File: src/rtl/txr_pkg.sv
package txr_pkg;

    localparam int WORD_W     = 32;
    localparam int WORD_BYTES = WORD_W / 8;
    localparam int DESC_WORDS = 4;
    localparam int DESC_BYTES = WORD_BYTES * DESC_WORDS;
    localparam int LEN_W      = 11;
    localparam int CCNT_W     = 4;
    localparam int OWN_POS    = 31;
    localparam int CTL_LSB    = 24;

    typedef logic [WORD_W-1:0] word_t;

    typedef enum logic [3:0] {
        ST_STOP,
        ST_RD0,
        ST_RD1,
        ST_RD2,
        ST_RD3,
        ST_SUSP,
        ST_MOVE,
        ST_WAIT,
        ST_WB,
        ST_NEXT
    } eng_state_t;

    // Decoded control word (word 1)
    typedef struct packed {
        logic             ioc;
        logic             last;
        logic             first;
        logic [1:0]       csum;
        logic             no_crc;
        logic             eor;
        logic             chain;
        logic [LEN_W-1:0] len;
    } ctl_t;

    // Completion report from the data mover
    typedef struct packed {
        logic              underflow;
        logic              late_col;
        logic              exc_col;
        logic [CCNT_W-1:0] col_cnt;
    } cpl_t;

    function automatic ctl_t decode_ctl(input logic [7:0] flags,
                                        input logic [LEN_W-1:0] len);
        ctl_t c;
        c.ioc    = flags[7];
        c.last   = flags[6];
        c.first  = flags[5];
        c.csum   = flags[4:3];
        c.no_crc = flags[2];
        c.eor    = flags[1];
        c.chain  = flags[0];
        c.len    = len;
        return c;
    endfunction

    function automatic word_t pack_status(input cpl_t s);
        word_t w;
        w      = '0;
        w[15]  = s.underflow | s.late_col | s.exc_col;
        w[9]   = s.late_col;
        w[8]   = s.exc_col;
        w[6:3] = s.col_cnt;
        w[1]   = s.underflow;
        return w;
    endfunction

    function automatic word_t next_desc(input word_t cur, input word_t base,
                                        input word_t link, input ctl_t c);
        if (c.chain)
            return link;
        else if (c.eor)
            return base;
        else
            return cur + word_t'(DESC_BYTES);
    endfunction

endpackage

File: src/rtl/txr_base.sv
module txr_base
    import txr_pkg::*;
(
    input  logic  clk,
    input  logic  rst,
    input  logic  base_we,
    input  word_t base_wdata,
    input  logic  stopped,
    output word_t base_q
);

    always_ff @(posedge clk) begin
        if (rst)
            base_q <= '0;
        else if (base_we && stopped)
            base_q <= base_wdata;
    end

    // Base never moves while the walker is active
    assert_base_locked_R10: assert property (@(posedge clk) disable iff (rst)
        !stopped |=> base_q == $past(base_q));

endmodule

File: src/rtl/txr_status.sv
module txr_status (
    input  logic clk,
    input  logic rst,
    input  logic wb_ioc,
    input  logic susp_event,
    input  logic irq_clr,
    input  logic unavail_clr,
    output logic irq,
    output logic buf_unavail
);

    always_ff @(posedge clk) begin
        if (rst) begin
            irq         <= 1'b0;
            buf_unavail <= 1'b0;
        end else begin
            if (wb_ioc)
                irq <= 1'b1;
            else if (irq_clr)
                irq <= 1'b0;
            if (susp_event)
                buf_unavail <= 1'b1;
            else if (unavail_clr)
                buf_unavail <= 1'b0;
        end
    end

    assert_irq_set_R9: assert property (@(posedge clk) disable iff (rst)
        wb_ioc |=> irq);

    assert_irq_clear_R9: assert property (@(posedge clk) disable iff (rst)
        (irq_clr && !wb_ioc) |=> !irq);

    assert_unavail_set_R3: assert property (@(posedge clk) disable iff (rst)
        susp_event |=> buf_unavail);

endmodule

File: src/rtl/txr_walker.sv
module txr_walker
    import txr_pkg::*;
(
    input  logic             clk,
    input  logic             rst,
    input  logic             run,
    input  logic             poll,
    input  word_t            base,
    output logic             stopped,
    output logic             mem_req,
    output logic             mem_we,
    output word_t            mem_addr,
    output word_t            mem_wdata,
    input  word_t            mem_rdata,
    input  logic             mem_ack,
    output logic             mv_valid,
    input  logic             mv_ready,
    output word_t            mv_addr,
    output logic [LEN_W-1:0] mv_len,
    output logic             mv_first,
    output logic             mv_last,
    output logic [1:0]       mv_csum,
    output logic             mv_no_crc,
    input  logic             cpl_valid,
    input  cpl_t             cpl,
    output logic             wb_ioc,
    output logic             susp_event
);

    eng_state_t state;
    word_t      cur;
    word_t      buf_ptr;
    word_t      link;
    ctl_t       ctl_r;
    cpl_t       cpl_r;

    always_ff @(posedge clk) begin
        if (rst) begin
            state   <= ST_STOP;
            cur     <= '0;
            buf_ptr <= '0;
            link    <= '0;
            ctl_r   <= '0;
            cpl_r   <= '0;
        end else begin
            unique case (state)
                ST_STOP: if (run) begin
                    cur   <= base;
                    state <= ST_RD0;
                end
                ST_RD0: if (mem_ack)
                    state <= mem_rdata[OWN_POS] ? ST_RD1 : ST_SUSP;
                ST_RD1: if (mem_ack) begin
                    ctl_r <= decode_ctl(mem_rdata[WORD_W-1:CTL_LSB], mem_rdata[LEN_W-1:0]);
                    state <= ST_RD2;
                end
                ST_RD2: if (mem_ack) begin
                    buf_ptr <= mem_rdata;
                    state   <= ctl_r.chain ? ST_RD3 : ST_MOVE;
                end
                ST_RD3: if (mem_ack) begin
                    link  <= mem_rdata;
                    state <= ST_MOVE;
                end
                ST_SUSP: if (!run)
                    state <= ST_STOP;
                else if (poll)
                    state <= ST_RD0;
                ST_MOVE: if (mv_ready)
                    state <= ST_WAIT;
                ST_WAIT: if (cpl_valid) begin
                    cpl_r <= cpl;
                    state <= ST_WB;
                end
                ST_WB: if (mem_ack) begin
                    cur   <= next_desc(cur, base, link, ctl_r);
                    state <= ST_NEXT;
                end
                ST_NEXT: state <= run ? ST_RD0 : ST_STOP;
                default: state <= ST_STOP;
            endcase
        end
    end

    always_comb begin
        mem_req  = 1'b0;
        mem_we   = 1'b0;
        mem_addr = cur;
        unique case (state)
            ST_RD0: mem_req = 1'b1;
            ST_RD1: begin mem_req = 1'b1; mem_addr = cur + word_t'(WORD_BYTES);     end
            ST_RD2: begin mem_req = 1'b1; mem_addr = cur + word_t'(2 * WORD_BYTES); end
            ST_RD3: begin mem_req = 1'b1; mem_addr = cur + word_t'(3 * WORD_BYTES); end
            ST_WB:  begin mem_req = 1'b1; mem_we   = 1'b1;                          end
            default: ;
        endcase
    end

    assign mem_wdata  = pack_status(cpl_r);
    assign stopped    = (state == ST_STOP);
    assign mv_valid   = (state == ST_MOVE);
    assign mv_addr    = buf_ptr;
    assign mv_len     = ctl_r.len;
    assign mv_first   = ctl_r.first;
    assign mv_last    = ctl_r.last;
    assign mv_csum    = ctl_r.csum;
    assign mv_no_crc  = ctl_r.no_crc;
    assign wb_ioc     = (state == ST_WB) && mem_ack && ctl_r.ioc;
    assign susp_event = (state == ST_RD0) && mem_ack && !mem_rdata[OWN_POS];

    assert_mem_hold_R2: assert property (@(posedge clk) disable iff (rst)
        (mem_req && !mem_ack) |=> (mem_req && $stable(mem_addr) && $stable(mem_we)));

    assert_mv_hold_R5: assert property (@(posedge clk) disable iff (rst)
        (mv_valid && !mv_ready) |=> (mv_valid && $stable(mv_addr) && $stable(mv_len)));

    assert_wb_release_R6: assert property (@(posedge clk) disable iff (rst)
        (mem_req && mem_we) |-> !mem_wdata[OWN_POS]);

    assert_no_overlap_R12: assert property (@(posedge clk) disable iff (rst)
        !(mv_valid && mem_req));

endmodule

File: src/rtl/txdesc_ring_engine.sv
module txdesc_ring_engine
    import txr_pkg::*;
(
    input  logic             clk,
    input  logic             rst,
    input  logic             cfg_run,
    input  logic             cfg_poll,
    input  logic             cfg_base_we,
    input  logic [31:0]      cfg_base,
    input  logic             irq_clr,
    input  logic             unavail_clr,
    output logic             irq,
    output logic             buf_unavail,
    output logic             mem_req,
    output logic             mem_we,
    output logic [31:0]      mem_addr,
    output logic [31:0]      mem_wdata,
    input  logic [31:0]      mem_rdata,
    input  logic             mem_ack,
    output logic             mv_valid,
    input  logic             mv_ready,
    output logic [31:0]      mv_addr,
    output logic [10:0]      mv_len,
    output logic             mv_first,
    output logic             mv_last,
    output logic [1:0]       mv_csum,
    output logic             mv_no_crc,
    input  logic             cpl_valid,
    input  logic             cpl_underflow,
    input  logic             cpl_late_col,
    input  logic             cpl_exc_col,
    input  logic [3:0]       cpl_col_cnt
);

    word_t base_q;
    logic  stopped;
    logic  wb_ioc;
    logic  susp_event;
    cpl_t  cpl_in;

    assign cpl_in.underflow = cpl_underflow;
    assign cpl_in.late_col  = cpl_late_col;
    assign cpl_in.exc_col   = cpl_exc_col;
    assign cpl_in.col_cnt   = cpl_col_cnt;

    txr_base u_base (
        .clk        (clk),
        .rst        (rst),
        .base_we    (cfg_base_we),
        .base_wdata (cfg_base),
        .stopped    (stopped),
        .base_q     (base_q)
    );

    txr_walker u_walker (
        .clk        (clk),
        .rst        (rst),
        .run        (cfg_run),
        .poll       (cfg_poll),
        .base       (base_q),
        .stopped    (stopped),
        .mem_req    (mem_req),
        .mem_we     (mem_we),
        .mem_addr   (mem_addr),
        .mem_wdata  (mem_wdata),
        .mem_rdata  (mem_rdata),
        .mem_ack    (mem_ack),
        .mv_valid   (mv_valid),
        .mv_ready   (mv_ready),
        .mv_addr    (mv_addr),
        .mv_len     (mv_len),
        .mv_first   (mv_first),
        .mv_last    (mv_last),
        .mv_csum    (mv_csum),
        .mv_no_crc  (mv_no_crc),
        .cpl_valid  (cpl_valid),
        .cpl        (cpl_in),
        .wb_ioc     (wb_ioc),
        .susp_event (susp_event)
    );

    txr_status u_status (
        .clk         (clk),
        .rst         (rst),
        .wb_ioc      (wb_ioc),
        .susp_event  (susp_event),
        .irq_clr     (irq_clr),
        .unavail_clr (unavail_clr),
        .irq         (irq),
        .buf_unavail (buf_unavail)
    );

    // Stopped engine touches neither memory nor the mover
    assert_stop_quiet_R11: assert property (@(posedge clk) disable iff (rst)
        (stopped && !cfg_run) |=> (!mv_valid && (!mem_req || !$past(stopped))));

endmodule

File: config.mk
export PLATFORM = sky130hd
export DESIGN_NAME = txdesc_ring_engine
export DESIGN_NICKNAME = d
export VERILOG_FILES = /design/src/rtl/txr_pkg.sv /design/src/rtl/txr_base.sv /design/src/rtl/txr_status.sv /design/src/rtl/txr_walker.sv /design/src/rtl/txdesc_ring_engine.sv
export SDC_FILE = /design/constraint.sdc
export NUM_CORES = 1
export LEC_CHECK = 0
export BUFFER_PORTS_ARGS = -buffer_cell sky130_fd_sc_hd__buf_2
export CORE_UTILIZATION = 50
export DETAILED_ROUTE_END_ITERATION = 6
export PLACE_DENSITY = 0.75
export SLEW_MARGIN = 10
export SYNTH_ARGS = -nofsm -noshare
export SYNTH_HDL_FRONTEND = slang
export SYNTH_SLANG_ARGS = --single-unit
File: constraint.sdc
create_clock -name clk -period 5.8 [get_ports clk]
set_input_delay 0.87 -clock clk [delete_from_list [all_inputs] [get_ports clk]]
set_output_delay 0.87 -clock clk [all_outputs]
set_load 0.03 [all_outputs]
==> results by group, run 1 <==
Synth
  – Synth top area cells: dfxtp_1 (41%), nand2_1 (12%), a21oi_1 (9.0%)
  – Post-synthesis sequential area ratio: around two fifths
  – FFs w/ async S/R, synth: 0%
  – Warnings, synthesis: 0
  – Post-Syn Area: between 7000 and 8000 um2
  – Ys flop type: dfxtp_1
  – Cells after synthesis: around 1000
  – Seq cells post-synth: 160
  – Avg Inst Size Synth: 7.52 um2
  – Post-synth top area share: roughly two fifths
  – Cell taking the most area after synthesis: dfxtp_1
  – Post-synth cell types: between 60 and 70
  – Number of flops mapped to enable cells by yosys: 0

Clock network
  – Clock Latency Late Sink: approximately 0.43 ns
  – Clk root buf: clkbuf_16
  – Clock-pin slew on the worst setup and hold paths: 0.07 ns
  – Hold_buf cts: 0
  – CTS resizes: 0
  – Setup bufs post-CTS: 0
  – Num CTS Buffers: 17
  – TritonCTS clock tree: done
  – H-tree depth: 4
  – Clock Tree Buf Depth: 2
  – Clock sink total: between 150 and 200

Worst setup path
  – Worst r2r dst: u_walker.cur[27]
  – Startpoint types: register
  – Largest stage delay, worst path: 0.78 ns
  – Crit. End Element: output port
  – Slowest cell on the critical path: dfxtp_1
  – WP data required: 4.93 ns
  – R2r startpoint: u_walker.state[3]
  – R2R setup slack: around 2.5 ns
  – Crit-path cells: nor2_1 > and3_1 > xor2_1 > ha_1 > o211ai_1 > a31o_2 > nor2_1 > xor2_1 > buf_2
  – Worst-path fanout max: 23
  – Crit. Startpoint: u_walker.state[1]
  – CP Class: reg2out
  – CP arrival: 3.02 ns
  – Cell count of the worst reg-to-reg path: 6
  – Crit path to: mem_addr[8]

STA
  – Hold WS: around 0.45 ns
  – Minimum clock period: a little under 4 ns
  – Fin. Hold Viols: 0
  – Worst-Margin Slew: about 1.2 ns
  – Max Fclk: 0.257 GHz
  – Final period util: roughly two thirds
  – Clock Skews: around 0.011 ns
  – RSZ-0062 raised after global routing: false
  – Rel. slew slack: between 20% and 30%
  – Fin Setup TNS: 0 ns
  – Slew Viols, Final: 0
  – Final setup vio count: 0

Routing
  – # DRC: 0
  – Vias: ~7600
  – WL met3: between 1.5 and 2 mm
  – Vias per cell: 5.52
  – DRT iter0 DRCs: about 580
  – Antenna viol nets, final: 0
  – Top Metal Used: met4
  – Drt pass-1 iters: 7
  – Met1 wire length: around 10 mm
  – Routed wire length: ~22 mm
  – Wire length on met2: roughly 9.8 mm
  – Routed wire per std cell: 16.1 um

Power and ir drop
  – LEAKAGE: around 3.8 nW
  – Peak VDD IR: between 0.2 and 0.25 mV
  – PD cells: roughly 400 nW/um2

Floorplan
  – Die area: approximately 16000 um2
  – I/O pin count: between 150 and 200
  – Area of the core: between 15000 and 20000 um2
  – Standard-cell rows: 45
  – DIE HEIGHT: 128 um
  – Initial Util: between 50% and 60%
  – Die X: roughly 130 um

GRT
  – First-pass GRT wire length: between 30 and 40 mm
  – Global route overflow: 0
  – Pin count of the biggest net entering global routing: 92
  – Initial antenna violation count: 2
  – Vias in the first global route: about 6600
  – Global-route usage over all layers: roughly 27%

Placed design
  – Placed Cells: roughly 1300
  – Gpl congestion: ~0.94
  – HPWL after DPL: approximately 15 mm
  – PortBufs: 173

Finish
  – Layout Area Growth over Synthesis: 15.5%
  – Final std cells w/o fill: 1369
  – Most frequent cells in the layout: nand2_1 (259), buf_2 (172), dfxtp_1 (160)
  – Layout cell share with drive strength beyond 1: 19.3%
  – Most common cell after layout, fill and taps aside: nand2_1
  – Fillers: 1480
  – Layout Nets: between 1000 and 1500

Min path
  – Hold Crit Start: u_walker.mv_addr[1]
  – Worst hold path type: reg2reg

Status
  – Status: complete, no violations

Run
  – # Max-Cap Violations: 0
-- metal layers --
layer,track usage (%),up-vias
met3,6.78,27
met1,38.4,3472
met2,40.6,313
li1,-,3745
met5,0,-
met4,7.63,0
-- registers in the layout, indices dropped and copies added, names as in the netlist, 2 cells and up --
register / flops
u_walker.mem_wdata: 7
u_walker.mv_csum: 2
u_base.base_q: 32
u_walker.mv_len: 11
u_walker.mv_addr: 32
u_walker.link: 32
u_walker.state: 4
u_walker.cur: 32
u_walker.ctl_r: 3
-- per-stage QoR --
step | worst slack, ns | util [%] | area [um2] | total power [W]
2_1_floorplan | 2.45 | - | 7970 | 0.00228
5_1_grt | 1.69 | 59.4 | 9100 | 0.00384
6_report | 1.91 | 59.4 | 9100 | 0.00366
4_1_cts | 1.93 | 59.4 | 9100 | 0.00366
3_3_place_gp | 2.46 | 55.6 | 8520 | 0.00254
3_5_place_dp | 2.39 | 55.6 | 8520 | 0.00256
-- where the power goes --
part	leakage [nW]	switching, W	internal [W]	total, W
Clock	0.283	0.000515	0.000583	0.00110
Sequential	1.30	0.000211	0.00125	0.00146
Combinational	2.19	0.000728	0.000370	0.00110
-- worst max-delay path: cells and delay by family (launching register included) --
family          cells  cell delay, ns
flops               1            0.78
fa+ha+maj           1            0.19
compound gates      2            0.44
xor+xnor            2            0.33
buf+inv             1            0.23
simple gates        3            0.61
-- cell families after synthesis --
kind of cell             synth area share [%]
AO/OA/AOI/OAI                            19.3
XOR/XNOR                                 3.67
adder cells (fa/ha/maj)                 0.476
buffers and inverters                    8.73
flip-flops                               40.6
multiplexers                             1.90
other                                  0.0476
AND/OR/NAND/NOR                          25.3
-- synthesized netlist by cell type, types with 3 or more instances --
cell	count
nor2_1	70
o21a_1	3
xor2_1	25
ha_1	3
nand2_1	259
a22o_1	3
clkbuf_1	77
xnor2_1	8
a21o_1	7
nor4_1	10
or2_2	4
o22ai_1	3
dfxtp_1	160
and3_1	12
a22oi_1	7
mux2i_1	15
a221oi_1	16
a21oi_1	142
a31oi_1	6
a211oi_1	15
nor3_1	20
o21ai_0	13
buf_2	6
a221o_1	5
inv_1	10
and2_1	4
buf_4	39
nor3b_1	4
nor2b_1	7
nand4_1	13
and4_1	3
nand2b_1	3
or3_1	9
nand3_1	21
o31ai_1	4
a32oi_1	4
-- worst min-delay path by stage --
stage                           to  slack (ns)  cells past startpoint
2_1_floorplan     u_walker.link[0]        0.44                      2
3_3_place_gp    u_walker.mv_len[3]        0.44                      2
3_5_place_dp   u_walker.mv_addr[1]        0.44                      2
4_1_cts        u_walker.mv_addr[1]        0.45                      2
5_1_grt        u_walker.mv_addr[1]        0.47                      2
6_report       u_walker.mv_addr[1]        0.45                      2
-- cell type report --
cell class | instances | area (um2) | share of cell area [%]
Tap cell | 211 | 264 | 2.90
Multi-Input combinational cell | 773 | 4080 | 44.9
Antenna cell | 1 | 2.50 | 0.0275
Timing Repair Buffer | 181 | 928 | 10.2
Clock inverter | 14 | 141 | 1.55
Inverter | 11 | 41.3 | 0.454
Clock buffer | 18 | 439 | 4.82
Sequential cell | 160 | 3200 | 35.2
Note: power is estimated with default switching activity, not from simulation.
==> run 2: changes to the inputs <==
- clock period: 5.8 -> 3.77 ns (I/O delays scaled with it)
==> run 2 against run 1 <==
Net effect: non-clock buffer count grew 10; utilization grew 0.49 points; global-route usage rose by 0.67 points; clock-buffer cell count is the same; critical path depth shrank 3; die area did not move; sequential power up 53%; flip-flop and latch count unchanged; via count rose by 1.3%; total power rose by 54%; the flow now finishes with violations (DRC); clock skew is 0.0019 ns lower; cell count is 0.66% higher.
==> results by group, run 2 (same netlist as run 1, synthesis figures left out) <==
Status
  – Status: complete, but fails checks
  – Failing checks: DRC

Min path
  – Worst hold path type: in2reg

Routing
  – Drt pass-1 iters: 7 (unchanged)
  – Vias: 7659 (+1.3%)
  – DRT iter0 DRCs: 649 (+11%)
  – # DRC: 1 (+1)
  – Antenna viol nets, final: 0 (unchanged)
  – Vias per cell: 5.56 (+0.69%)
  – Routed wire length: 22.2 mm (+0.98%)
  – Routed wire per std cell: 16.1 um (+0.32%)

Power and ir drop
  – PD cells: 613 nW/um2 (+53%)
  – Share of power burned in registers: 39.8% (about the same)
  – Internal power: 0.00344 W (+56%)
  – Net Sw Frac: 38.9% (-0.89 points)
  – Logic gate share of total power: 30.4% (+0.4 points)
  – Switch Pwr: 0.00219 W (+51%)
  – Peak VDD IR: 0.364 mV (+54%)
  – LEAKAGE: 3.81 nW (+0.93%)
  – Clock power share: 29.8% (-0.2 points)

Clock network
  – Setup bufs post-CTS: 0 (unchanged)
  – Clock-pin slew on the worst setup and hold paths: 0.07 ns (about the same)
  – CTS resizes: 0 (unchanged)
  – Clk root buf: clkbuf_16
  – H-tree depth: 4 (unchanged)
  – Clock Latency Late Sink: 0.43 ns (about the same)
  – Clock sink total: 160 (unchanged)
  – Hold_buf cts: 0 (unchanged)
  – Num CTS Buffers: 17 (unchanged)
  – TritonCTS clock tree: done
  – Clock Tree Buf Depth: 2 (unchanged)

Worst setup path
  – Crit-path cells: nand4bb_1 > or3_1 > or3_1 > a211oi_1 > xor2_1 > buf_2
  – WP data required: 3.20 ns (-1.73 ns)
  – Startpoint types: register
  – CP Class: reg2out
  – CP bufs+invs: 1 (unchanged)
  – Crit. End Element: output port
  – Slowest cell on the critical path: dfxtp_1
  – Largest stage delay, worst path: 0.69 ns (-0.09 ns)
  – CP arrival: 2.88 ns (-0.14 ns)
  – Delay-heaviest family, CP: simple AND/OR/NAND/NOR gates
  – Critical path's most frequent cell: or3_1
  – Worst-path fanout max: 19 (-17%)

Finish
  – Layout cell share with drive strength beyond 1: 19.9% (+0.62 points)
  – Most frequent cells in the layout: nand2_1 (259), buf_2 (172), dfxtp_1 (160)
  – Fin util: 59.9% (+0.49 points)
  – Area occupied by multi-input gates: 4080 um2 (unchanged)
  – Fillers: 1464 (-1.1%)
  – Most common cell after layout, fill and taps aside: nand2_1
  – Layout Area Growth over Synthesis: 16.4%
  – Post-route cell area: 9180 um2 (+0.82%)
  – Layout Nets: 1238 (+0.81%)
  – Reg area: 3200 um2 (unchanged)

Placed design
  – Gpl congestion: 0.918 (-2.7%)
  – PortBufs: 173 (unchanged)
  – Dpl cell area: 8610 um2 (+1.0%)
  – HPWL after DPL: 15.7 mm (+2.3%)

Floorplan
  – I/O pin count: 198 (unchanged)
  – DIE HEIGHT: 128 um (unchanged)
  – Standard-cell rows: 45 (unchanged)
  – Die area: 16300 um2 (unchanged)
  – Initial Util: 51.5% (unchanged)
  – Area of the core: 15300 um2 (unchanged)
  – Die X: 128 um (unchanged)

STA
  – Worst-Margin Slew: 1.01 ns (-0.176 ns)
  – Final setup vio count: 0 (unchanged)
  – Minimum clock period: between 3 and 4 ns
  – RSZ-0062 raised after global routing: false
  – Slew Viols, Final: 0 (unchanged)
  – Max Fclk: roughly 0.29 GHz
  – Clock Skews: 0.00911 ns (-0.00190 ns)
  – Final period util: 91.3%
  – Hold WS: 0.365 ns (-0.0860 ns)
  – Rel. slew slack: 31.9% (+11 points)
  – Fin. Hold Viols: 0 (unchanged)
  – Fin Setup TNS: 0 ns (unchanged)

GRT
  – Global route overflow: 0 (unchanged)
  – Gr busiest metal: met2
  – Met2 Usage GRT: 41.9% (+1.2 points)
  – First-pass GRT wire length: 35.3 mm (+2.5%)
  – Pin count of the biggest net entering global routing: 96 (+4.3%)
  – Global-route usage over all layers: 27.8% (+0.67 points)
  – Vias in the first global route: 6856 (+3.8%)
  – GRT met1 Usage: 38.5% (+0.093 points)
  – Met3 global-route usage: 6.32% (-0.46 points)
  – Initial antenna violation count: 3 (+1)

Run
  – # Max-Cap Violations: 0 (unchanged)
==> run 2: worst paths after layout <==
| kind | from | end | slack, ns | depth (start not counted) |
|---|---|---|---|---|
| setup / recovery | u_walker.state[0] | mem_addr[27] | 0.33 | 6 |
| hold / removal | cfg_base[30] | u_base.base_q[30] | 0.36 | 3 |
| setup reg to reg | u_walker.state[3] | u_walker.cur[11] | 0.92 | 7 |
| hold reg to reg | u_walker.mv_addr[31] | u_walker.mv_addr[31] | 0.45 | 2 |
==> run 2: final cells by class <==
class                   instances  share of cell area, %
flip-flops and latches        160                   34.9
clock inverters                13                   1.40
inverters                      11                  0.450
diodes                          1                 0.0273
repair buffers                191                   11.1
well taps                     211                   2.88
multi-input cells             773                   44.5
clock buffers                  18                   4.78
==> run 2: through the flow <==
step / setup slack [ns] / total power, W / instances
2_1_floorplan: 0.726 / 0.00350 / 1071
3_3_place_gp: 0.853 / 0.00393 / 1346
3_5_place_dp: 0.806 / 0.00395 / 1346
4_1_cts: 0.337 / 0.00563 / 1377
5_1_grt: 0.149 / 0.00591 / 1378
6_report: 0.328 / 0.00563 / 1378
==> run 2: power groups by stage <==
stage | clock network, W | logic (W) | registers (W)
after CTS | 0.00170 | 0.00170 | 0.00223
after global placement | 0 | 0.00167 | 0.00226
after floorplan | 0 | 0.00139 | 0.00211
final | 0.00168 | 0.00171 | 0.00224
after global routing | 0.00177 | 0.00187 | 0.00227
after detailed placement | 0 | 0.00169 | 0.00226
==> run 2: tightest hold or removal path, stage by stage <==
cell and delay [ns]:
buf_2 0.09, nand2_1 0.04, a21oi_1 0.05
==> run 2: per-layer routing <==
metal  vias to the layer above  part of all wire [%]
li1                       3762                     -
met1                      3546                    45
met2                       321                    44
met3                        30                   8.3
met4                         0                   2.0
met5                         -                     0
